===== config.mk =====
export PLATFORM = sky130hd
export DESIGN_NAME = mmc_err_detect
export DESIGN_NICKNAME = d
export VERILOG_FILES = /design/src/rtl/mce_pkg.sv /design/src/rtl/mce_crc7.sv /design/src/rtl/mce_timer.sv /design/src/rtl/mce_rsp_rx.sv /design/src/rtl/mmc_err_detect.sv
export SDC_FILE = /design/constraint.sdc
export NUM_CORES = 1
export LEC_CHECK = 0
export ABC_AREA = 1
export BUFFER_PORTS_ARGS = -buffer_cell sky130_fd_sc_hd__buf_2
export CORE_UTILIZATION = 50
export CTS_CLUSTER_DIAMETER = 60
export DETAILED_ROUTE_END_ITERATION = 12
export PLACE_DENSITY_LB_ADDON = 0.25
export SETUP_SLACK_MARGIN = 0.02
export SYNTH_ARGS = -nofsm -noshare
export SYNTH_HDL_FRONTEND = slang
export SYNTH_SLANG_ARGS = --single-unit
export TNS_END_PERCENT = 10

===== constraint.sdc =====
create_clock -name clk_i -period 4.51 [get_ports clk_i]
set_clock_uncertainty 0.1 [all_clocks]
set_input_delay 0 -clock clk_i [delete_from_list [all_inputs] [get_ports clk_i]]
set_output_delay 0 -clock clk_i [all_outputs]
set_load 0.01 [all_outputs]

===== src/rtl/mce_pkg.sv =====
package mce_pkg;
  localparam int unsigned ERR_W = 6;
  localparam int unsigned E_RSP_CRC = 0;
  localparam int unsigned E_RSP_TO  = 1;
  localparam int unsigned E_RD_CRC  = 2;
  localparam int unsigned E_RD_TO   = 3;
  localparam int unsigned E_WR_CRC  = 4;
  localparam int unsigned E_SPI_TOK = 5;

  localparam logic [1:0] FMT_NONE  = 2'd0;
  localparam logic [1:0] FMT_SHORT = 2'd1;
  localparam logic [1:0] FMT_LONG  = 2'd2;
  localparam logic [1:0] FMT_NOCRC = 2'd3;

  localparam logic [1:0] XF_NONE  = 2'd0;
  localparam logic [1:0] XF_READ  = 2'd1;
  localparam logic [1:0] XF_WRITE = 2'd2;

  // native response bit positions
  localparam int unsigned SHORT_CRC_END = 40;
  localparam int unsigned SHORT_LAST    = 47;
  localparam int unsigned LONG_CRC_BEG  = 8;
  localparam int unsigned LONG_CRC_END  = 128;
  localparam int unsigned LONG_LAST     = 135;
  localparam int unsigned CRC_LEN       = 7;

  localparam logic [6:0] CRC7_POLY   = 7'h09;
  localparam logic [2:0] TOK_CRC_BAD = 3'b101;
  localparam logic [7:0] SPI_IDLE    = 8'hFF;
  localparam logic [7:0] SPI_RD_GO   = 8'hFE;

  typedef enum logic [2:0] {
    ST_IDLE, ST_CMD, ST_RSP, ST_RD_WAIT, ST_RD_DATA, ST_WR_TOK, ST_WR_BUSY, ST_DONE
  } seq_e;

  function automatic logic [2:0] spi_rsp_bytes(logic [1:0] fmt);
    case (fmt)
      FMT_LONG:  return 3'd2;
      FMT_NOCRC: return 3'd5;
      default:   return 3'd1;
    endcase
  endfunction
endpackage


===== src/rtl/mce_crc7.sv =====
module mce_crc7
  import mce_pkg::*;
(
  input  logic       clk_i,
  input  logic       rst_ni,
  input  logic       clr_i,
  input  logic       en_i,
  input  logic       bit_i,
  output logic [6:0] crc_o
);
  logic [6:0] crc_q;
  logic       fb;

  assign fb    = bit_i ^ crc_q[6];
  assign crc_o = crc_q;

  always_ff @(posedge clk_i or negedge rst_ni) begin
    if (!rst_ni)     crc_q <= '0;
    else if (clr_i)  crc_q <= '0;
    else if (en_i)   crc_q <= {crc_q[5:0], 1'b0} ^ (fb ? CRC7_POLY : 7'h00);
  end
endmodule


===== src/rtl/mce_timer.sv =====
module mce_timer #(
  parameter int unsigned CNT_W = 16
) (
  input  logic             clk_i,
  input  logic             rst_ni,
  input  logic             clr_i,
  input  logic             run_i,
  input  logic             tick_i,
  input  logic [CNT_W-1:0] limit_i,
  output logic             expire_o
);
  localparam int unsigned W = CNT_W + 1;
  logic [W-1:0] cnt_q, cnt_nxt;

  assign cnt_nxt  = cnt_q + W'(1);
  assign expire_o = run_i & tick_i & (cnt_nxt >= {1'b0, limit_i});

  always_ff @(posedge clk_i or negedge rst_ni) begin
    if (!rst_ni)                           cnt_q <= '0;
    else if (clr_i)                        cnt_q <= '0;
    else if (run_i && tick_i && !expire_o) cnt_q <= cnt_nxt;
  end
endmodule


===== src/rtl/mce_rsp_rx.sv =====
module mce_rsp_rx
  import mce_pkg::*;
#(
  parameter int unsigned IDX_W = 8
) (
  input  logic       clk_i,
  input  logic       rst_ni,
  input  logic       arm_i,
  input  logic       en_i,
  input  logic       spi_i,
  input  logic [1:0] fmt_i,
  input  logic       bit_vld_i,
  input  logic       bit_i,
  input  logic       byte_vld_i,
  input  logic [7:0] byte_i,
  output logic       started_o,
  output logic       start_o,
  output logic       done_o,
  output logic       crc_bad_o
);
  logic             started_q;
  logic [IDX_W-1:0] idx_q, cur_idx, last_idx;
  logic [6:0]       rx_crc_q, calc_crc;
  logic             start_cond, unit, take, is_long;
  logic             crc_win, rx_win;
  logic [IDX_W-1:0] crc_beg, crc_end;

  assign is_long    = (fmt_i == FMT_LONG);
  assign start_cond = spi_i ? (byte_vld_i && byte_i != SPI_IDLE && !byte_i[7])
                            : (bit_vld_i && !bit_i);
  assign unit       = spi_i ? byte_vld_i : bit_vld_i;
  assign start_o    = en_i & ~started_q & start_cond;
  assign take       = en_i & (started_q ? unit : start_cond);
  assign cur_idx    = started_q ? idx_q : '0;
  assign started_o  = started_q;

  always_comb begin
    if (spi_i)        last_idx = IDX_W'(spi_rsp_bytes(fmt_i)) - IDX_W'(1);
    else if (is_long) last_idx = IDX_W'(LONG_LAST);
    else              last_idx = IDX_W'(SHORT_LAST);
    crc_beg = is_long ? IDX_W'(LONG_CRC_BEG) : '0;
    crc_end = is_long ? IDX_W'(LONG_CRC_END) : IDX_W'(SHORT_CRC_END);
  end

  assign crc_win   = take & ~spi_i & (cur_idx >= crc_beg) & (cur_idx < crc_end);
  assign rx_win    = take & ~spi_i & (cur_idx >= crc_end)
                   & (cur_idx < crc_end + IDX_W'(CRC_LEN));
  assign done_o    = take & (cur_idx == last_idx);
  assign crc_bad_o = done_o & ~spi_i & (fmt_i != FMT_NOCRC) & (rx_crc_q != calc_crc);

  mce_crc7 i_crc7 (
    .clk_i  (clk_i),
    .rst_ni (rst_ni),
    .clr_i  (arm_i),
    .en_i   (crc_win),
    .bit_i  (bit_i),
    .crc_o  (calc_crc)
  );

  always_ff @(posedge clk_i or negedge rst_ni) begin
    if (!rst_ni) begin
      started_q <= 1'b0;
      idx_q     <= '0;
      rx_crc_q  <= '0;
    end else if (arm_i) begin
      started_q <= 1'b0;
      idx_q     <= '0;
      rx_crc_q  <= '0;
    end else if (take) begin
      started_q <= 1'b1;
      idx_q     <= cur_idx + IDX_W'(1);
      if (rx_win) rx_crc_q <= {rx_crc_q[5:0], bit_i};
    end
  end
endmodule


===== src/rtl/mmc_err_detect.sv =====
module mmc_err_detect
  import mce_pkg::*;
#(
  parameter int unsigned TO_W = 16
) (
  input  logic            clk_i,
  input  logic            rst_ni,
  input  logic            bus_tick_i,
  input  logic            cmd_start_i,
  input  logic            spi_mode_i,
  input  logic            crc_prot_i,
  input  logic [1:0]      rsp_fmt_i,
  input  logic [1:0]      xfer_i,
  input  logic            cmd_end_i,
  input  logic [TO_W-1:0] rsp_to_i,
  input  logic [TO_W-1:0] rd_to_i,
  input  logic            rsp_bit_vld_i,
  input  logic            rsp_bit_i,
  input  logic            rsp_byte_vld_i,
  input  logic [7:0]      rsp_byte_i,
  input  logic            rd_start_i,
  input  logic            rd_byte_vld_i,
  input  logic [7:0]      rd_byte_i,
  input  logic            rd_crc_vld_i,
  input  logic            rd_crc_ok_i,
  input  logic            wr_tok_vld_i,
  input  logic [2:0]      wr_tok_i,
  input  logic            dat0_i,
  input  logic            err_clr_i,
  output logic            rsp_crc_err_o,
  output logic            rsp_to_err_o,
  output logic            rd_crc_err_o,
  output logic            rd_to_err_o,
  output logic            wr_crc_err_o,
  output logic            spi_tok_err_o,
  output logic            done_o,
  output logic            busy_o
);
  localparam int unsigned N_TMR = 2;
  localparam int unsigned T_RSP = 0;
  localparam int unsigned T_RD  = 1;

  seq_e             state_q, state_d;
  logic             spi_q, prot_q;
  logic [1:0]       fmt_q, xf_q;
  logic [ERR_W-1:0] err_q, err_set;
  logic             crc_chk;
  seq_e             after_rsp;

  logic             rx_started, rx_start, rx_done, rx_crc_bad;
  logic [N_TMR-1:0] tmr_run, tmr_clr, tmr_exp;
  logic [TO_W-1:0]  tmr_lim [N_TMR];
  logic             rd_go, rd_errtok;

  assign crc_chk = ~spi_q | prot_q;

  always_comb begin
    case (xf_q)
      XF_READ:  after_rsp = ST_RD_WAIT;
      XF_WRITE: after_rsp = ST_WR_TOK;
      default:  after_rsp = ST_DONE;
    endcase
  end

  mce_rsp_rx #(.IDX_W(8)) i_rsp_rx (
    .clk_i      (clk_i),
    .rst_ni     (rst_ni),
    .arm_i      (state_q != ST_RSP),
    .en_i       (state_q == ST_RSP),
    .spi_i      (spi_q),
    .fmt_i      (fmt_q),
    .bit_vld_i  (rsp_bit_vld_i),
    .bit_i      (rsp_bit_i),
    .byte_vld_i (rsp_byte_vld_i),
    .byte_i     (rsp_byte_i),
    .started_o  (rx_started),
    .start_o    (rx_start),
    .done_o     (rx_done),
    .crc_bad_o  (rx_crc_bad)
  );

  assign tmr_run[T_RSP] = (state_q == ST_RSP) & ~rx_started;
  assign tmr_clr[T_RSP] = (state_q != ST_RSP);
  assign tmr_lim[T_RSP] = rsp_to_i;
  assign tmr_run[T_RD]  = (state_q == ST_RD_WAIT);
  assign tmr_clr[T_RD]  = (state_q != ST_RD_WAIT);
  assign tmr_lim[T_RD]  = rd_to_i;

  for (genvar g = 0; g < N_TMR; g++) begin : g_tmr
    mce_timer #(.CNT_W(TO_W)) i_tmr (
      .clk_i    (clk_i),
      .rst_ni   (rst_ni),
      .clr_i    (tmr_clr[g]),
      .run_i    (tmr_run[g]),
      .tick_i   (bus_tick_i),
      .limit_i  (tmr_lim[g]),
      .expire_o (tmr_exp[g])
    );
  end

  assign rd_errtok = rd_byte_vld_i & (rd_byte_i[7:4] == 4'h0);
  assign rd_go     = spi_q ? (rd_byte_vld_i & (rd_byte_i == SPI_RD_GO)) : rd_start_i;

  always_comb begin
    state_d = state_q;
    err_set = '0;
    case (state_q)
      ST_CMD:
        if (cmd_end_i) state_d = (fmt_q == FMT_NONE) ? after_rsp : ST_RSP;
      ST_RSP:
        if (rx_done) begin
          err_set[E_RSP_CRC] = rx_crc_bad;
          state_d = after_rsp;
        end else if (tmr_exp[T_RSP] && !rx_start) begin
          err_set[E_RSP_TO] = 1'b1;
          state_d = ST_DONE;
        end
      ST_RD_WAIT:
        if (rd_go) begin
          state_d = ST_RD_DATA;
        end else if (spi_q && rd_errtok) begin
          err_set[E_SPI_TOK] = 1'b1;
          state_d = ST_DONE;
        end else if (tmr_exp[T_RD]) begin
          err_set[E_RD_TO] = 1'b1;
          state_d = ST_DONE;
        end
      ST_RD_DATA:
        if (rd_crc_vld_i) begin
          err_set[E_RD_CRC] = ~rd_crc_ok_i & crc_chk;
          state_d = ST_DONE;
        end
      ST_WR_TOK:
        if (wr_tok_vld_i) begin
          err_set[E_WR_CRC] = (wr_tok_i == TOK_CRC_BAD) & crc_chk;
          state_d = ST_WR_BUSY;
        end
      ST_WR_BUSY:
        if (dat0_i) state_d = ST_DONE;
      default: ;
    endcase
    if (cmd_start_i) begin
      state_d = ST_CMD;
      err_set = '0;
    end
  end

  always_ff @(posedge clk_i or negedge rst_ni) begin
    if (!rst_ni) begin
      state_q <= ST_IDLE;
      spi_q   <= 1'b0;
      prot_q  <= 1'b0;
      fmt_q   <= FMT_NONE;
      xf_q    <= XF_NONE;
      err_q   <= '0;
    end else begin
      state_q <= state_d;
      if (cmd_start_i) begin
        spi_q  <= spi_mode_i;
        prot_q <= crc_prot_i;
        fmt_q  <= rsp_fmt_i;
        xf_q   <= xfer_i;
        err_q  <= '0;
      end else begin
        err_q <= (err_clr_i ? '0 : err_q) | err_set;
      end
    end
  end

  assign rsp_crc_err_o = err_q[E_RSP_CRC];
  assign rsp_to_err_o  = err_q[E_RSP_TO];
  assign rd_crc_err_o  = err_q[E_RD_CRC];
  assign rd_to_err_o   = err_q[E_RD_TO];
  assign wr_crc_err_o  = err_q[E_WR_CRC];
  assign spi_tok_err_o = err_q[E_SPI_TOK];
  assign done_o        = (state_q == ST_DONE);
  assign busy_o        = (state_q == ST_WR_BUSY);
endmodule


# Word level (Yosys, flattened, before mapping)
# Cells that the tools add are included.
dict set report word_totals {
  regBits 72
  in_bits 72
  out_inout_bits 8
  word_cells 155
}
dict set report classes {
  addsub 5
  order_cmp 6
  eq_ne 25
  n_mux 56
  n_bitwise 27
  reduce_logical 24
}
# cell n
set ops {}
lappend ops {{17-bit two-way mux} 4}
lappend ops {{8-bit two-way mux} 6}
lappend ops {{3-bit two-way mux} 12}
lappend ops {{7-bit two-way mux} 5}
lappend ops {{17-bit by 1-bit adder with 17-bit output, second input constant} 2}
lappend ops {{17-bit by 16-bit greater-or-equal comparator with 1-bit output} 2}
lappend ops {{1-bit AND} 20}
lappend ops {{1-bit two-way mux} 20}
lappend ops {{6-bit two-way mux} 3}
lappend ops {{3-bit one-hot mux with 6 select lines} 1}
lappend ops {{8-bit greater-or-equal comparator} 2}
lappend ops {{8-bit less-than comparator} 2}
lappend ops {{3-bit == test, second input constant} 5}
lappend ops {{3-bit inequality test, second input constant} 4}
lappend ops {{3-bit one-hot mux with 2 select lines} 2}
lappend ops {{2-bit nonzero test} 5}
lappend ops {{1-bit logical AND} 9}
lappend ops {{8-bit by 1-bit adder with 8-bit output, second input constant} 1}
lappend ops {{8-bit by 3-bit adder with 8-bit output, second input constant} 1}
lappend ops {{8-bit == test} 1}
lappend ops {{8-bit == test, second input constant} 1}
lappend ops {{4-bit two-way mux} 2}
lappend ops {{8-bit inequality test, second input constant} 1}
lappend ops {{7-bit inequality test} 1}
lappend ops {{21 further kinds} 31}

# Depth between registers and ports, before layout
dict set report logic_depth {
  word_depth 15
  mapped_depth 23
}

# Cells and area by module
# A second synthesis with hierarchy kept.
dict set report unflattened {
  hier_cells 893
  area_unflattened_um2 5900.7
}
# module n_inst cells_each area_each_um2 seq_area_each_um2
set modules_own_cells {}
lappend modules_own_cells {mce_timer 2 260 1632.8 425.4}
lappend modules_own_cells {mce_rsp_rx 1 194 1358.8 400.4}
lappend modules_own_cells {mmc_err_detect 1 143 963.4 375.4}
lappend modules_own_cells {mce_crc7 1 36 312.8 175.2}

# Worst setup path before layout
# OpenSTA, ideal clock, no wires.
dict set report synth_path {
  path_kind {register -> register}
  from {reg g_tmr[1].i_tmr.cnt_q[0]}
  to {reg g_tmr[1].i_tmr.cnt_q[10]}
  setup_time_ps 134
  arrival_time_ps 2793
  path_slack_ps 1483
  stages_incl_launch_ff 19
  path_buffers 1
  cell_sequence {dfrtp_1 > ha_1 > nand3_1 > nor2_1 > inv_1 > nor3_1 > nand3_1 > xor2_1 > inv_1 > ha_1 > a21o_1 > a21oi_1 > o21a_1 > nand3_1 > inv_1 > nand2_1 > nand2_1 > clkbuf_1 > o21ai_0}
}
dict set report synth_via {
  elab_chain_len 6
  word_cells_on_any_way 8
  classes_between {add/sub (1); order compare (1); mux (2); bitwise (1); reduce/logical (3)}
}
# element line_no
set synth_rtl {}
lappend synth_rtl {{start: declaration} mce_timer.sv:13} ;# logic [W-1:0] cnt_q, cnt_nxt;
lappend synth_rtl {{start signal: assignment} mce_timer.sv:21} ;# else if (run_i && tick_i && !expire_o) cnt_q <= cnt_nxt;
lappend synth_rtl {{17-bit by 1-bit adder with 17-bit output (*)} mce_timer.sv:15} ;# assign cnt_nxt = cnt_q + W'(1);
lappend synth_rtl {{17-bit by 16-bit greater-or-equal comparator with 1-bit output} mce_timer.sv:16} ;# assign expire_o = run_i & tick_i & (cnt_nxt >= {1'b0, limit_i});
lappend synth_rtl {{1-bit AND} mce_timer.sv:16}
lappend synth_rtl {{1-bit logical NOT} mce_timer.sv:21}
lappend synth_rtl {{1-bit logical AND} mce_timer.sv:21}
lappend synth_rtl {{2-bit nonzero test (no line)} n/a}
# Every way passes the cells marked *; elsewhere a longest branch is shown, timed or not. The select of a mux whose other input is x is not followed.
# A chain may end at the register's enable or synchronous reset.

# Final worst setup path
dict set report layout_path {
  from {reg g_tmr[1].i_tmr.cnt_q[0]}
  to {reg g_tmr[1].i_tmr.cnt_q[6]}
}
# The elaborated chain is that of the path after synthesis.

==> results.toml <==
[run_status]
status = "finished clean"

[sta]
slew_viol_final = 0
setup_viol = 0
fmax_ghz = 0.256
hold_viol = 0
min_period_ps = 3900
slew_headroom_pct = 39.0
setup_tns_ps = 0
worstMarginPinSlew_ps = 915
finalCritPeriodShare_pct = 86.4
rsz0062_at_grt = "no"

[synth]
syn_area_per_cell_sq_um = 7.54
synthFlopType = "dfrtp_1"
ys_seq_area_share_pct = 35.4
netlist_instances = 675
synth_top_cell_by_area = "dfrtp_1"
yosysWarnings = 0
synth_nets = 788
synth_cell_types = 46
synth_top_area_share_pct = 35.4
syn_area_sq_um = 5090
synth_seq_cells = 72
synth.area.top_cells = "dfrtp_1 35%, nand2_1 11%, ha_1 10%"
synthArstFlopShare_pct = 100
synth_enable_flop_cells = 0

[clocking]
cts_sinks = 72
root_buffer = "clkbuf_8"
cts_made_buffers = 9
cts_setup_buffers = 0
tritoncts = "done"
clk_latency_ps = 350
h-tree-depth = 3
clk_path_buf_depth = 2
clk_pin_slew_ps = 80

[critical_path]
rr_startpoint = "g_tmr[1].i_tmr.cnt_q[0]$_DFFE_PN0P_"
critPathRequiredTime_ps = 4630
path_buf_inv = 5
reg2regPathDepth = 20
path_delay_family = "simple AND/OR/NAND/NOR gates"
crit_slowest_cell = "dfrtp_1"
startpoint_type = "register"
crit_chain = "ha_1, nand3_1, nor2_1, inv_1, nor3_1, nand3_1, xor2_1, inv_1, ha_1, a21o_1, a21oi_1, o21a_1, nand3_1, inv_1, nand2_1, buf_4, nand2_1, inv_1, nand2_1, o21ai_0"
reg2reg_slack_ps = 610
critPathCaptureType = "register"
r2r_end = "g_tmr[1].i_tmr.cnt_q[6]$_DFFE_PN0P_"
critPathKind = "register to register"
worst_path_most_repeated_cell = "inv_1"
slowest_delay_ps = 420
worst-path-max-fanout = 12
crit_arrival_ps = 4020

[pwr]
powerDensity_nw_per_um2 = 288
power_leakage_uw = 0.00333
ir_worst_vdd_v = 0.000156

[floorplanning]
ios = 80
dieArea_sq_um = 10600
rows = 36
core_sq_um = 9820
initial_utilization_pct = 51.8
die_width_um = 103
die_h_um = 103

[min_path]
hold_end = "err_q[1]$_DFF_PN0_"
worstHoldPathCells = 5
hold_path_startpoint = "bus_tick_i"
hold_path_class = "primary input to register"

[place]
numPortBuffers = 72
dp_hpwl_mm = 8.72
place.gp.congestion = 0.906
dp.cells = 873
dpl_cell_area_sq_um = 5570

[global_route]
grt_pass1_wl_mm = 19.4
antenna_found_initial = 0
grt_max_degree = 73
track_usage_pct = 23.3
grt-ovfl-total = 0
first_global_vias = 4469

[detailed_routing]
wire_per_inst_um = 12.8
routed_wl_mm = 11.7
drcViolationCount = 0
route.vias.total = 4702
first_iter_violations = 194
dr.pass1.iters = 5
ant_nets = 0
viasPerCell = 5.13

[finish]
area_delta_synth_final_pct = 20.0
final_cell_area_sq_um = 6110
num-nets-final = 891
stdcell_count = 916
drive_gt1_share_pct = 15.1
n_antenna_cell = 0

[job]
drv_cap = 0
[worst max path at each step]
stage / from / endpoint / cells after the start
3_3_place_gp: g_tmr[1].i_tmr.cnt_q[0]$_DFFE_PN0P_ / g_tmr[1].i_tmr.cnt_q[6]$_DFFE_PN0P_ / 20
6_report: g_tmr[1].i_tmr.cnt_q[0]$_DFFE_PN0P_ / g_tmr[1].i_tmr.cnt_q[6]$_DFFE_PN0P_ / 20
2_1_floorplan: g_tmr[1].i_tmr.cnt_q[0]$_DFFE_PN0P_ / g_tmr[1].i_tmr.cnt_q[10]$_DFFE_PN0P_ / 18
5_1_grt: g_tmr[1].i_tmr.cnt_q[0]$_DFFE_PN0P_ / g_tmr[1].i_tmr.cnt_q[6]$_DFFE_PN0P_ / 20
4_1_cts: g_tmr[1].i_tmr.cnt_q[0]$_DFFE_PN0P_ / g_tmr[1].i_tmr.cnt_q[6]$_DFFE_PN0P_ / 20
3_5_place_dp: g_tmr[1].i_tmr.cnt_q[0]$_DFFE_PN0P_ / g_tmr[1].i_tmr.cnt_q[6]$_DFFE_PN0P_ / 20
[cell usage in the layout, fill, tap and decap left out, types with 9 or more instances in the layout]
cell,synthesis,layout
o22ai_1,25,25
dlygate4sd3_1,0,27
a21oi_1,23,23
nand3_1,45,45
nand2_1,144,144
o21ai_0,26,26
inv_1,125,125
buf_2,3,72
xor2_1,33,33
clkbuf_8,0,10
dfrtp_1,72,72
nor2_1,49,49
nand4_1,9,9
ha_1,41,41
nor3_1,11,11
[worst register-to-register path: stages (launching register included)]
cell and delay, ps:
dfrtp_1 420, ha_1 200, nand3_1 150, nor2_1 270, inv_1 90, nor3_1 270
nand3_1 140, xor2_1 200, inv_1 70, ha_1 300, a21o_1 170, a21oi_1 120
o21a_1 130, nand3_1 130, inv_1 80, nand2_1 50, buf_4 180, nand2_1 320
inv_1 230, nand2_1 100, o21ai_0 80
[power breakdown]
group          switching, uW  internal [uW]  total [uW]
Combinational            240            129         369
Clock                    252            437         689
Sequential              35.3            668         703
[per-layer routing]
metal	vias up	track usage (%)	routed length (um)
li1	2394	-	-
met1	2207	30.5	5390
met2	91	40.5	5750
met3	10	3.39	447
met4	0	5.85	134
met5	-	0	0
[Yosys cell counts, types with 2 or more instances]
| cell | n |
|---|---|
| ha_1 | 41 |
| nor3_1 | 11 |
| o22ai_1 | 25 |
| o21ai_1 | 5 |
| xnor2_1 | 5 |
| xor2_1 | 33 |
| nor4_1 | 5 |
| nand3_2 | 3 |
| nand3_1 | 45 |
| nor3_2 | 2 |
| or2_2 | 2 |
| nand2_4 | 2 |
| inv_2 | 2 |
| buf_6 | 3 |
| nand4_1 | 9 |
| a21o_1 | 3 |
| nand2_1 | 144 |
| nand2_2 | 5 |
| nand3b_1 | 2 |
| a31oi_1 | 3 |
| nor2_1 | 49 |
| o21ai_0 | 26 |
| clkbuf_1 | 2 |
| nor2_4 | 2 |
| a21oi_1 | 23 |
| buf_2 | 3 |
| a21boi_0 | 2 |
| inv_1 | 125 |
| nor2_2 | 4 |
| o21a_1 | 2 |
| dfrtp_1 | 72 |
[stage by stage]
step	hold WS (ps)	worst slack (ps)	util, %	power (uW)
6_report	35.0	611	62.2	1760
4_1_cts	28.0	589	62.2	1770
5_1_grt	56.6	155	62.2	1850
3_5_place_dp	103	623	56.7	1070
3_3_place_gp	104	823	56.7	1060
2_1_floorplan	-396	1480	-	957
[area by class of cell]
cell class	instances	area [sq um]
well taps	133	166
multi-input cells	464	2740
clock buffers	10	138
fillers	903	3710
flip-flops and latches	72	1800
repair buffers	101	646
inverters	130	492
clock inverters	6	130
[cells by family after synthesis]
| kind of cell | after synthesis | share of synthesized area, % |
|---|---|---|
| adders and majority gates | 41 | 10.1 |
| AOI/OAI and AO/OA | 96 | 11.3 |
| and+or+nand+nor | 289 | 25.9 |
| buffers and inverters | 139 | 10.8 |
| DFF | 72 | 35.4 |
| xor gates and xnor gates | 38 | 6.54 |
[sequential cells by signal (all words and copies together), names as in the netlist]
register / cells
fmt_q: 2
g_tmr.i_tmr.cnt_q: 34
i_rsp_rx.started_o: 1
state_q: 3
xf_q: 2
i_rsp_rx.idx_q: 8
err_q: 6
i_rsp_rx.i_crc7.crc_o: 7
spi_q: 1
i_rsp_rx.rx_crc_q: 7
prot_q: 1
[what timing repair did]
| item | 4_1_cts | 5_1_grt |
|---|---|---|
| hold endpoints to repair | 85 | 0 |
| endpoints found under the setup margin | 0 | 0 |
| hold buffers | 27 | 0 |
| resized for setup | 0 | 0 |
Note: power is estimated with default switching activity, not from simulation.
